--- src/rtl/exc_pkg.sv ---
package exc_pkg;
    localparam int VEC_W = 8;
    localparam int SR_W  = 16;
    localparam int SR_T1 = 15;
    localparam int SR_T0 = 14;
    localparam int SR_S  = 13;
    localparam int SR_MASK_LO = 8;

    typedef enum logic [2:0] {
        ST_IDLE,
        ST_TAG,
        ST_PC,
        ST_SR,
        ST_VEC
    } exc_state_e;
endpackage

--- src/rtl/exc_sr_mod.sv ---
module exc_sr_mod
    import exc_pkg::*;
(
    input  logic [SR_W-1:0] sr_in,
    input  logic            is_irq,
    input  logic [2:0]      level,
    output logic [SR_W-1:0] sr_out
);
    always_comb begin
        sr_out        = sr_in;
        sr_out[SR_T1] = 1'b0;
        sr_out[SR_T0] = 1'b0;
        sr_out[SR_S]  = 1'b1;
        if (is_irq) begin
            sr_out[SR_MASK_LO +: 3] = level;
        end
    end
endmodule

--- src/rtl/exc_vec_addr.sv ---
module exc_vec_addr
    import exc_pkg::*;
#(
    parameter int AW = 32
) (
    input  logic [AW-1:0]    base,
    input  logic [VEC_W-1:0] vec,
    output logic [AW-1:0]    slot_addr,
    output logic [11:0]      offset
);
    localparam int OFF_W = VEC_W + 2;

    logic [OFF_W-1:0] byte_off;

    always_comb begin
        byte_off  = {vec, 2'b00};
        slot_addr = base + {{(AW-OFF_W){1'b0}}, byte_off};
        offset    = {{(12-OFF_W){1'b0}}, byte_off};
    end
endmodule

--- src/rtl/exc_entry_seq.sv ---
module exc_entry_seq
    import exc_pkg::*;
#(
    parameter logic [3:0] FRAME_FMT = 4'h0,
    parameter int         AW        = 32
) (
    input  logic             clk,
    input  logic             rst_n,
    input  logic             req_valid,
    input  logic [7:0]       req_vector,
    input  logic             req_is_irq,
    input  logic [2:0]       req_level,
    input  logic [15:0]      cur_sr,
    input  logic [AW-1:0]    cur_pc,
    input  logic [AW-1:0]    vbr,
    input  logic [AW-1:0]    ssp_in,
    output logic             mem_req,
    output logic             mem_we,
    output logic             mem_size,
    output logic [AW-1:0]    mem_addr,
    output logic [AW-1:0]    mem_wdata,
    input  logic             mem_ready,
    input  logic [AW-1:0]    mem_rdata,
    output logic             busy,
    output logic             done,
    output logic [AW-1:0]    new_pc,
    output logic [15:0]      new_sr,
    output logic [AW-1:0]    new_ssp
);
    localparam int          FRAME_BYTES = 8;
    localparam logic [AW-1:0] OFS_TAG = AW'(6);
    localparam logic [AW-1:0] OFS_PC  = AW'(2);

    typedef struct packed {
        exc_state_e      st;
        logic [SR_W-1:0] sr_old;
        logic [SR_W-1:0] sr_new;
        logic [AW-1:0]   pc;
        logic [AW-1:0]   ssp;
        logic [AW-1:0]   vaddr;
        logic [11:0]     offs;
        logic [AW-1:0]   hpc;
        logic            done;
    } seq_t;

    seq_t s_q, s_d;

    logic [SR_W-1:0] sr_mod_w;
    logic [AW-1:0]   vaddr_w;
    logic [11:0]     offs_w;

    exc_sr_mod i_sr_mod (
        .sr_in  (cur_sr),
        .is_irq (req_is_irq),
        .level  (req_level),
        .sr_out (sr_mod_w)
    );

    exc_vec_addr #(.AW(AW)) i_vec_addr (
        .base      (vbr),
        .vec       (req_vector),
        .slot_addr (vaddr_w),
        .offset    (offs_w)
    );

    always_comb begin
        s_d       = s_q;
        s_d.done  = 1'b0;
        mem_req   = 1'b0;
        mem_we    = 1'b0;
        mem_size  = 1'b0;
        mem_addr  = '0;
        mem_wdata = '0;
        unique case (s_q.st)
            ST_IDLE: begin
                if (req_valid) begin
                    s_d.st     = ST_TAG;
                    s_d.sr_old = cur_sr;
                    s_d.sr_new = sr_mod_w;
                    s_d.pc     = cur_pc;
                    s_d.ssp    = ssp_in - AW'(FRAME_BYTES);
                    s_d.vaddr  = vaddr_w;
                    s_d.offs   = offs_w;
                end
            end
            ST_TAG: begin
                mem_req   = 1'b1;
                mem_we    = 1'b1;
                mem_addr  = s_q.ssp + OFS_TAG;
                mem_wdata = {{(AW-16){1'b0}}, FRAME_FMT, s_q.offs};
                if (mem_ready) s_d.st = ST_PC;
            end
            ST_PC: begin
                mem_req   = 1'b1;
                mem_we    = 1'b1;
                mem_size  = 1'b1;
                mem_addr  = s_q.ssp + OFS_PC;
                mem_wdata = s_q.pc;
                if (mem_ready) s_d.st = ST_SR;
            end
            ST_SR: begin
                mem_req   = 1'b1;
                mem_we    = 1'b1;
                mem_addr  = s_q.ssp;
                mem_wdata = {{(AW-SR_W){1'b0}}, s_q.sr_old};
                if (mem_ready) s_d.st = ST_VEC;
            end
            ST_VEC: begin
                mem_req  = 1'b1;
                mem_size = 1'b1;
                mem_addr = s_q.vaddr;
                if (mem_ready) begin
                    s_d.st   = ST_IDLE;
                    s_d.hpc  = mem_rdata;
                    s_d.done = 1'b1;
                end
            end
            default: s_d.st = ST_IDLE;
        endcase
    end

    always_ff @(posedge clk or negedge rst_n) begin
        if (!rst_n) begin
            s_q <= '{st: ST_IDLE, default: '0};
        end else begin
            s_q <= s_d;
        end
    end

    assign busy    = (s_q.st != ST_IDLE);
    assign done    = s_q.done;
    assign new_pc  = s_q.hpc;
    assign new_sr  = s_q.sr_new;
    assign new_ssp = s_q.ssp;

    // no memory traffic while idle
    a_r1_idle_quiet: assert property (@(posedge clk) disable iff (!rst_n)
        !busy |-> !mem_req);

    // handler status is supervisor with trace off while running
    a_r2_super: assert property (@(posedge clk) disable iff (!rst_n)
        busy |-> (new_sr[SR_S] && new_sr[SR_T1:SR_T0] == 2'b00));

    // a stalled access holds every attribute
    a_r8_hold: assert property (@(posedge clk) disable iff (!rst_n)
        (mem_req && !mem_ready) |=> (mem_req && $stable(mem_addr) &&
            $stable(mem_we) && $stable(mem_size) && $stable(mem_wdata)));

    // completion is a single-cycle pulse with the sequencer idle
    a_r9_done_pulse: assert property (@(posedge clk) disable iff (!rst_n)
        done |=> !done);

    a_r9_done_idle: assert property (@(posedge clk) disable iff (!rst_n)
        done |-> !busy);
endmodule

--- config.mk ---
export PLATFORM = sky130hd
export DESIGN_NAME = exc_entry_seq
export DESIGN_NICKNAME = d
export VERILOG_FILES = /design/src/rtl/exc_pkg.sv /design/src/rtl/exc_sr_mod.sv /design/src/rtl/exc_vec_addr.sv /design/src/rtl/exc_entry_seq.sv
export SDC_FILE = /design/constraint.sdc
export NUM_CORES = 1
export LEC_CHECK = 0
export ABC_AREA = 1
export BUFFER_PORTS_ARGS = -buffer_cell sky130_fd_sc_hd__buf_2
export CAP_MARGIN = 20
export CORE_MARGIN = 2
export CORE_UTILIZATION = 31
export DETAILED_ROUTE_END_ITERATION = 7
export GPL_ROUTABILITY_DRIVEN = 0
export GPL_TIMING_DRIVEN = 0
export PLACE_DENSITY = 0.61
export SKIP_CTS_REPAIR_TIMING = 1
export SLEW_MARGIN = 20
export SYNTH_ARGS = -nofsm -noshare
export SYNTH_HDL_FRONTEND = slang
export SYNTH_SLANG_ARGS = --single-unit
--- constraint.sdc ---
create_clock -name clk -period 6.6 [get_ports clk]
set_input_delay 0.99 -clock clk [delete_from_list [all_inputs] [get_ports clk]]
set_output_delay 0.99 -clock clk [all_outputs]
set_load 0.01 [all_outputs]
==> results.md, run 1 <==
- Main synth FF type: dfrtp_1
- CP max stage delay: 0.50 ns
- Global-route wire length before repair: 56.7 mm
- PD cells: 442 mW/mm^2
- Final WL: 36.3 mm
- Slew @ Worst Pin: 0.645 ns
- Distinct cells, synth: 45
- Internal: 3.22 mW
- H-tree levels: 4
- Final nets: 2016
- Mapped Cells: 1517
- Fillers: 3527
- Commonest cells in the netlist: nand2_1, dfrtp_1, inv_1
- Fin util: 39.9%
- Hold Fails Final Rpt: 0
- Most frequent cell after synthesis: nand2_1
- Hold Path Class: reg2reg
- Multi-input logic area: 0.00492 mm^2
- Worst rel slew slack: 56.6%
- Congestion Overflow GR: 0
- Clk buf depth: 2
- Via count: 10700
- Antenna violations before repair: 1
- Worst Path Arrival: 3.39 ns
- FF+latch area: 0.00400 mm^2
- CP delay by family, top: simple AND/OR/NAND/NOR gates
- Worst-Skew Late Latency: 0.43 ns
- Post-route ant nets: 0
- Sw Pwr: 2.54 mW
- CP Launch Type: register
- Final min period: 4.38 ns
- Peak VDD IR: 0.211 mV
- Asr flop ratio synth: 100%
- Reg clk slew, reported paths: 0.07 ns
- Worst R2R End: new_ssp[27]
- CTS Buf Count: 17
- TritonCTS clock tree: yes
- TritonRoute pass-1 iters: 5
- Critical path's slowest cell: clkbuf_1
- CP cell instances: inv_1 -> nand3_1 -> buf_4 -> clkbuf_1 -> fa_1 -> nand2_2 -> nor2_4 -> nand2_1 -> nor2_1 -> nand2_1 -> nor2_1 -> nand2_1 -> nand3_1 -> nand3_1 -> buf_2
- Crit Path Max Fanout: 11
- Layout cells sized above 1: 26.1%
- Starting DRT DRC Count: 640
- Worst Path Buf+Inv: 4
- Leading area contributor after synthesis: dfrtp_1
- Top cells by area, synth: dfrtp_1, nand2_1, buf_4
- Largest net degree at the start of global routing: 97
- Critical Path Stages: 15
- Count of input and output buffers: 306
- RR Startpoint: s_q[174]
- Netlist Area Pre-Place: 0.0103 mm^2
- Warnings from Yosys: 0
- Maximum clock frequency: 228 MHz
- RSZ-0062 raised after global routing: no
- Max-cap violations: 0
- Status: complete, no violations
- Row count: 66
- Final setup viols: 0
- Reg power frac: 31.7%
- Critical Path Start: s_q[175]
- Clock network power share: 17.8%
- Clock sink count: 160
- Crit. End Element: primary output
- Leakage: 7.13 nW
- Seq/Total Area, Yosys: 38.7%
- EDFF count, synth: 0
- DRC: 0
- Crit share post-route: 66.4%
- Synthesized flop and latch total: 160
- Core ar.: 0.0327 mm^2
- Ports: 309
- Slew Limit Fails: 0
- Post-synth top area share: 38.7%
- DR vias/cell: 4.65
- Gr usage total: 20.8%
- Dpl hpwl: 29.2 mm
- Mean area per synthesized cell: 6.81 um^2
- Comb pwr share: 50.5%
- Root buf cell: clkbuf_16
- Die Wd: 187 um
- R2R Setup Slk: 4.86 ns
- Register-to-Register Path Depth: 7
- Vias in the first global route: 10400
- CP Data Required Time: 5.61 ns
- Area delta synth->final: 26.3%
- Worst setup path end: mem_addr[21]
- Clock skew: 0.00898 ns
- DIE HEIGHT: 187 um
- WL per Instance: 15.8 um
- Crit Path Class: reg2out
- Setup_tns: 0 ns
- Initial Util: 31.6%
- Sw Ratio: 44.1%
- Full die area: 0.0348 mm^2
## cell type report
| type | instances | area share (%) |
|---|---|---|
| flip-flops and latches | 160 | 30.7 |
| clock buffers | 21 | 3.53 |
| diodes | 1 | 0.0192 |
| multi-input cells | 1086 | 37.7 |
| clock inverters | 8 | 1.01 |
| plain buffers | 125 | 6.60 |
| inverters | 147 | 4.25 |
| well taps | 442 | 4.24 |
| repair buffers | 307 | 12.0 |
## worst min path at each step
stage	endpoint	startpoint	depth (start not counted)	slack, ns
CTS	s_q[111]	s_q[111]	2	0.48
detailed placement	s_q[38]	s_q[38]	2	0.46
global placement	new_pc[24]	new_pc[24]	2	0.45
finish	s_q[38]	s_q[38]	2	0.47
floorplan	new_sr[13]	new_sr[13]	1	0.44
global route	new_pc[17]	new_pc[17]	2	0.49
## sequential cells by signal, indices dropped and copies added, names as in the netlist
signal   count
done         1
new_pc      32
new_sr       4
new_ssp     32
s_q         91
## worst register-to-register path: stages (launching register included)
cell and delay [ns]:
dfrtp_1 0.43, inv_2 0.08, nand2_2 0.06, nor2_2 0.09, inv_2 0.07, nor2_4 0.19, clkbuf_1 0.49, o21ai_0 0.18
## cells in the final DEF, fill, tap and decap left out, drive strengths merged
master and instances:
ha 10, xor2 15, a31o 1, o211ai 10, clkbuf 29, o21bai 3
fa 2, nand4 13, inv 148, nor4 1, o31ai 1, nor3b 1
clkinv 2, nand2 639, buf 424, nand3b 5, nand3 115, diode 1
bufinv 3, conb 2, and2 1, a21oi 6, a31oi 1, o311ai 1
o21ai 80, nor3 11, or2 5, o22ai 1, clkinvlp 2, o221ai 4
a22o 9, xnor2 11, dfrtp 160, a22oi 9, nor2 129
## power groups by stage
| stage | combinational, mW | clock [mW] | sequential, mW |
|---|---|---|---|
| 2_1_floorplan | 1.82 | 0 | 1.70 |
| 3_3_place_gp | 2.89 | 0 | 1.82 |
| 3_5_place_dp | 2.93 | 0 | 1.83 |
| 4_1_cts | 2.94 | 1.05 | 1.82 |
| 5_1_grt | 3.22 | 1.09 | 1.89 |
| 6_report | 2.91 | 1.02 | 1.83 |
## logic make-up (layout without fill, tap and decap cells)
logic type / count (synthesis) / after routing / share of synthesized area, %
xor gates and xnor gates: 26 / 26 / 2.20
DFF: 160 / 160 / 38.7
AOI/OAI and AO/OA: 126 / 126 / 7.41
adders and majority gates: 12 / 12 / 1.60
other: 1 / 3 / 0.0363
buffers and inverters: 272 / 608 / 13.7
and+or+nand+nor: 920 / 920 / 36.3
## per-stage QoR
step / worst slack, ns / std cells / instance area (um^2) / hold slack, ns / power (mW)
3_5_place_dp: 2.72 / 2267 / 12500 / 0.459 / 4.76
6_report: 2.22 / 2297 / 13100 / 0.470 / 5.76
4_1_cts: 2.23 / 2296 / 13100 / 0.475 / 5.80
5_1_grt: 2.00 / 2297 / 13100 / 0.491 / 6.19
2_1_floorplan: 3.52 / 1518 / 10300 / 0.441 / 3.53
3_3_place_gp: 2.00 / 2266 / 12400 / 0.455 / 4.70
## layer usage
metal	GRT usage (%)	vias up	part of all wire (%)
li1	-	5340	-
met1	27.6	4875	45
met2	33.3	402	45
met3	3.48	66	5.4
met4	9.43	0	3.9
met5	0	-	0
Note: power is estimated with default switching activity, not from simulation.
==> inputs of run 2 (changes only) <==
--- a/config.mk
+++ b/config.mk
@@ -13,7 +13,7 @@
 export DETAILED_ROUTE_END_ITERATION = 7
 export GPL_ROUTABILITY_DRIVEN = 0
 export GPL_TIMING_DRIVEN = 0
-export PLACE_DENSITY = 0.61
+export PLACE_DENSITY = 0.63
 export SKIP_CTS_REPAIR_TIMING = 1
 export SLEW_MARGIN = 20
 export SYNTH_ARGS = -nofsm -noshare
==> constraint.sdc (replaced) <==
create_clock -name clk -period 3.8 [get_ports clk]
set_input_delay 0.57 -clock clk [delete_from_list [all_inputs] [get_ports clk]]
set_output_delay 0.57 -clock clk [all_outputs]
set_load 0.01 [all_outputs]
==> run 2 against run 1 <==
Final cell count is 0.13% higher. Power up 74%. Routed wire length down 0.98%. Flip-flop and latch count unchanged. Setup slack got worse by 1.8 ns. Non-clock buffer count down 1. Critical path depth is 3 lower. Clock power rose by 75%. Global-route usage decreased by 0.28 points. Die area unchanged. Critical endpoint is now mem_addr[15].
==> results.md, run 2 (synthesis results as in run 1) <==
- Status: complete, no violations
- M3 GR Usage: 2.93%
- Critical Path Start: s_q[175]
- Largest net degree at the start of global routing: 88
- CTS Buf Count: 17
- Crit path top cell by count: nand3_1
- Full die area: 0.0348 mm^2
- Crit. End Element: primary output
- Die Wd: 187 um
- Ports: 309
- Final min period: 3.43 ns
- H-tree levels: 4
- Register-to-Register Path Depth: 7
- Commonest cells after routing, fill and taps aside: nand2_1, buf_2, dfrtp_1
- CP Data Required Time: 3.23 ns
- Most common cell after layout, fill and taps aside: nand2_1
- Root buf cell: clkbuf_16
- Fillers: 3534
- Post-route ant nets: 0
- Vias in the first global route: 10100
- Final nets: 2015
- Slew Limit Fails: 0
- Clock sink count: 160
- Gr usage total: 20.5%
- TritonRoute pass-1 iters: 6
- Inst Count DP: 2267
- Max-cap violations: 0
- Crit Path Max Fanout: 20
- Top reg by flops: s_q
- DRC: 0
- Worst Path Arrival: 2.86 ns
- CP max stage delay: 0.38 ns
- Clock skew: 0.0174 ns
- Largest register FFs: 91
- Crit share post-route: 90.3%
- TritonCTS clock tree: yes
- Via count: 10700
- Slew @ Worst Pin: 0.683 ns
- Final setup viols: 0
- Congestion Overflow GR: 0
- Area delta synth->final: 26.6%
- Final cell count without fillers: 2300
- Final WL: 35.9 mm
- Met2 usage: 33.0%
- RSZ-0062 raised after global routing: no
- Worst Path Buf+Inv: 3
- Worst rel slew slack: 54.4%
- Worst R2R End: s_q[126]
- PD cells: 765 mW/mm^2
- RR Startpoint: s_q[174]
- Clk buf depth: 2
- Core ar.: 0.0327 mm^2
- Min Hold Slack: 0.110 ns
- Hold Fails Final Rpt: 0
- Reg clk slew, reported paths: 0.08 ns
- CP delay by family, top: simple AND/OR/NAND/NOR gates
- Leakage: 7.14 nW
- Starting DRT DRC Count: 733
- Peak VDD IR: 0.470 mV
- Crit Path Class: reg2out
- Critical path's slowest cell: dfrtp_1
- Initial Util: 31.6%
- Row count: 66
- Met1 Use GR: 27.9%
- Pwr Total: 10.0 mW
- Dpl hpwl: 29.0 mm
- Count of input and output buffers: 306
- WL per Instance: 15.6 um
- DR vias/cell: 4.66
- Worst-Skew Late Latency: 0.44 ns
- Layout cells sized above 1: 26.3%
- DIE HEIGHT: 187 um
- CP cell instances: inv_1 -> nand3_1 -> buf_4 -> fa_1 -> nand2_2 -> nor2_4 -> nand3_1 -> nor2_2 -> nand2_1 -> nand3_1 -> o221ai_1 -> buf_2
- R2R Setup Slk: 2.05 ns
- Antenna violations before repair: 3
- CP Launch Type: register
- Hold Path Class: in2async
- Gr busiest metal: met2
- Maximum clock frequency: 292 MHz
- Global-route wire length before repair: 56.0 mm
- Fin util: 40.0%
==> run 2: cell count changes in the layout (fill, tap and decap cells not counted) <==
cell | previous run | this run
inv_8 | 0 | 3
clkbuf_8 | 2 | 0
inv_6 | 2 | 3
clkinv_2 | 0 | 1
bufinv_16 | 3 | 1
clkbuf_1 | 10 | 7
clkinv_8 | 0 | 5
clkinv_4 | 1 | 2
diode_2 | 1 | 2
clkinvlp_4 | 2 | 0
==> run 2: cell type report <==
| type | instances | area [um^2] | share of cell area [%] |
|---|---|---|---|
| Multi-Input combinational cell | 1086 | 4920 | 37.6 |
| Sequential cell | 160 | 4000 | 30.6 |
| Timing Repair Buffer | 307 | 1570 | 12.0 |
| Buffer | 124 | 858 | 6.56 |
| Inverter | 147 | 554 | 4.24 |
| Tap cell | 442 | 553 | 4.23 |
| Clock buffer | 17 | 425 | 3.25 |
| Clock inverter | 15 | 194 | 1.48 |
| Antenna cell | 2 | 5.00 | 0.0383 |
==> run 2: worst max-delay path by stage <==
stage / to / slack, ns / cells past startpoint
floorplan: mem_addr[15] / 1.14 / 12
global route: mem_addr[21] / 0.11 / 14
global placement: s_q[125] / -0.36 / 1
CTS: mem_addr[15] / -0.09 / 13
detailed placement: mem_addr[15] / 0.39 / 13
finish: mem_addr[15] / 0.37 / 12
==> run 2: metrics by stage <==
stage	setup slack [ns]	cell area [um^2]	TNS (ns)
6_report	0.370	13100	0
5_1_grt	0.107	13100	0
4_1_cts	-0.0947	13100	-0.410
3_5_place_dp	0.391	12500	0
3_3_place_gp	-0.364	12400	-56.00
2_1_floorplan	1.14	10300	0
==> run 2: metal layers <==
metal | up-vias | part of all wire, %
met3 | 58 | 5.8
met5 | - | 0
li1 | 5334 | -
met4 | 0 | 3.3
met1 | 4893 | 45
met2 | 431 | 45
==> run 2: worst reg2reg max path, delay by kind of cell, from the launching register on <==
kind	cells	cell delay (ns)
AO/OA/AOI/OAI	1	0.19
buffers and inverters	3	0.63
flip-flops	1	0.43
AND/OR/NAND/NOR	3	0.34
==> run 2: report_power, final <==
part | leakage [nW] | switching [mW] | internal (mW) | total [mW]
Combinational | 4.85 | 3.02 | 2.02 | 5.04
Clock | 0.302 | 0.838 | 0.950 | 1.79
Sequential | 1.99 | 0.661 | 2.52 | 3.18
==> inputs of run 3 (changes only) <==
==> constraint.sdc (replaced) <==
create_clock -name clk -period 3.8 [get_ports clk]
set_input_delay 0.19 -clock clk [delete_from_list [all_inputs] [get_ports clk]]
set_output_delay 0.19 -clock clk [all_outputs]
set_load 0.01 [all_outputs]
==> run 3 against run 2 <==
The run now ends with negative hold slack left. Register-to-register slack is essentially flat. First-iteration DRC count fell by 2.5%. Global-route usage unchanged. Non-clock buffer count grew 73. Core utilization up 2.2 points. Hold slack lost 0.15 ns. Sequential share of layout area is 1.6 points lower. Critical path depth grew 1. Setup slack worse by 0.12 ns. Maximum frequency decreased by 3.4%.
==> results.md, run 3 (synthesis results as in run 1) <==
- M3 GR Usage: 2.93%
- Initial Util: 31.6%
- TritonCTS clock tree: yes
- Final nets: 2088
- Final min period: 3.55 ns
- Final setup viols: 0
- DR vias/cell: 4.64
- Most common cell after layout, fill and taps aside: nand2_1
- Largest net degree at the start of global routing: 88
- Crit Path Max Fanout: 11
- Crit share post-route: 93.4%
- Crit. End Element: primary output
- Critical Path Start: s_q[175]
- Die Wd: 187 um
- Crit path top cell by count: nand3_1
- Starting DRT DRC Count: 715
- Worst-Skew Late Latency: 0.45 ns
- Pwr Total: 10.1 mW
- DIE HEIGHT: 187 um
- Top reg by flops: s_q
- Vias in the first global route: 10100
- Clock sink count: 160
- Area delta synth->final: 33.5%
- Congestion Overflow GR: 0
- Final cell count without fillers: 2371
- CP cell instances: inv_1 -> nand3_1 -> buf_4 -> clkbuf_1 -> fa_1 -> nand2_2 -> nor2_4 -> nand3_1 -> nor2_2 -> nand2_1 -> nand3_1 -> o221ai_1 -> buf_2
- CP Data Required Time: 3.61 ns
- Hold depth: 3
- Min Hold Slack: -0.0437 ns
- Hold Path End: new_ssp[2]
- Register-to-Register Path Depth: 7
- Final WL: 36.9 mm
- Worst R2R End: s_q[126]
- Slew Limit Fails: 0
- Max-cap violations: 0
- Inst Count DP: 2267
- Core ar.: 0.0327 mm^2
- TritonRoute pass-1 iters: 8
- Row count: 66
- Root buf cell: clkbuf_16
- Reg clk slew, reported paths: 0.07 ns
- Count of input and output buffers: 306
- CP max stage delay: 0.49 ns
- Area of placed instances: 0.0125 mm^2
- Clock skew: 0.0179 ns
- R2R Setup Slk: 2.04 ns
- RSZ-0062 raised after global routing: no
- N_diodes: 0
- Hold_sp: ssp_in[2]
- Crit Path Class: reg2out
- Post-route cell area: 0.0138 mm^2
- Largest register FFs: 91
- Via count: 11000
- Layout cells sized above 1: 25.3%
- Commonest cells after routing, fill and taps aside: nand2_1, buf_2, dfrtp_1
- H-tree levels: 4
- Full die area: 0.0348 mm^2
- Antenna violations before repair: 1
- Met2 usage: 33.0%
- Failing checks: negative hold slack
- Leakage: 7.45 nW
- Critical path's slowest cell: clkbuf_1
- Peak VDD IR: 0.470 mV
- Setup_tns: 0 ns
- RR Startpoint: s_q[174]
- Fin util: 42.2%
- Clk buf depth: 2
- Worst rel slew slack: 54.2%
- Met1 Use GR: 27.9%
- Ports: 309
- WL per Instance: 15.6 um
- Maximum clock frequency: 282 MHz
- Status: complete, but fails checks
- Hold Path Class: in2reg
- Dpl hpwl: 29.0 mm
- Post-route ant nets: 0
- CTS Buf Count: 17
- DRC: 0
- PD cells: 732 mW/mm^2
- Worst Path Buf+Inv: 4
- Gr usage total: 20.5%
- CP delay by family, top: buffers and inverters
- CP Launch Type: register
- Global-route wire length before repair: 56.0 mm
- Slew @ Worst Pin: 0.687 ns
- Worst Path Arrival: 3.36 ns
- Hold Fails Final Rpt: 14
- Gr busiest metal: met2
[run 3: cell types whose count changed in the layout (fill, tap and decap cells not counted), sizes merged]
cell	previous run	this run
diode	2	0
clkbuf	24	25
dlygate4sd3	0	72
[run 3: per-layer routing]
| metal | up-vias | share of wire [%] |
|---|---|---|
| met5 | - | 0 |
| met4 | 0 | 3.1 |
| met3 | 57 | 5.5 |
| met2 | 391 | 46 |
| met1 | 5065 | 45 |
| li1 | 5482 | - |
[run 3: where the power goes]
part / internal [mW] / switching, mW
sequential: 2.52 / 0.666
clock: 0.950 / 0.841
combinational: 2.07 / 3.06
total: 5.53 / 4.57
[run 3: area by class of cell]
class | instances | area (um^2)
inverter | 147 | 554
fill | 3450 | 18900
tap | 442 | 553
sequential | 160 | 4000
clock inverter | 15 | 194
multi-input combinational | 1086 | 4920
timing repair buffer | 379 | 2290
buffer | 125 | 862
clock buffer | 17 | 425
[run 3: per-stage QoR]
step	hold slack, ns	setup slack (ns)
finish	-0.0437	0.249
global route	0.000269	0.0148
CTS	-0.230	0.285
detailed placement	0.251	0.771
global placement	0.392	0.0155
floorplan	-0.106	1.52
[run 3: how the worst max path moves through the flow]
stage | to | cells after the start
detailed placement | mem_addr[15] | 13
floorplan | mem_addr[15] | 12
global placement | s_q[125] | 1
finish | mem_addr[15] | 13
CTS | mem_addr[15] | 13
global route | mem_addr[21] | 15
[run 3: tightest hold or removal path: stages]
cell and delay, ns:
buf_2 0.07, nand2_1 0.04, nand2_1 0.05
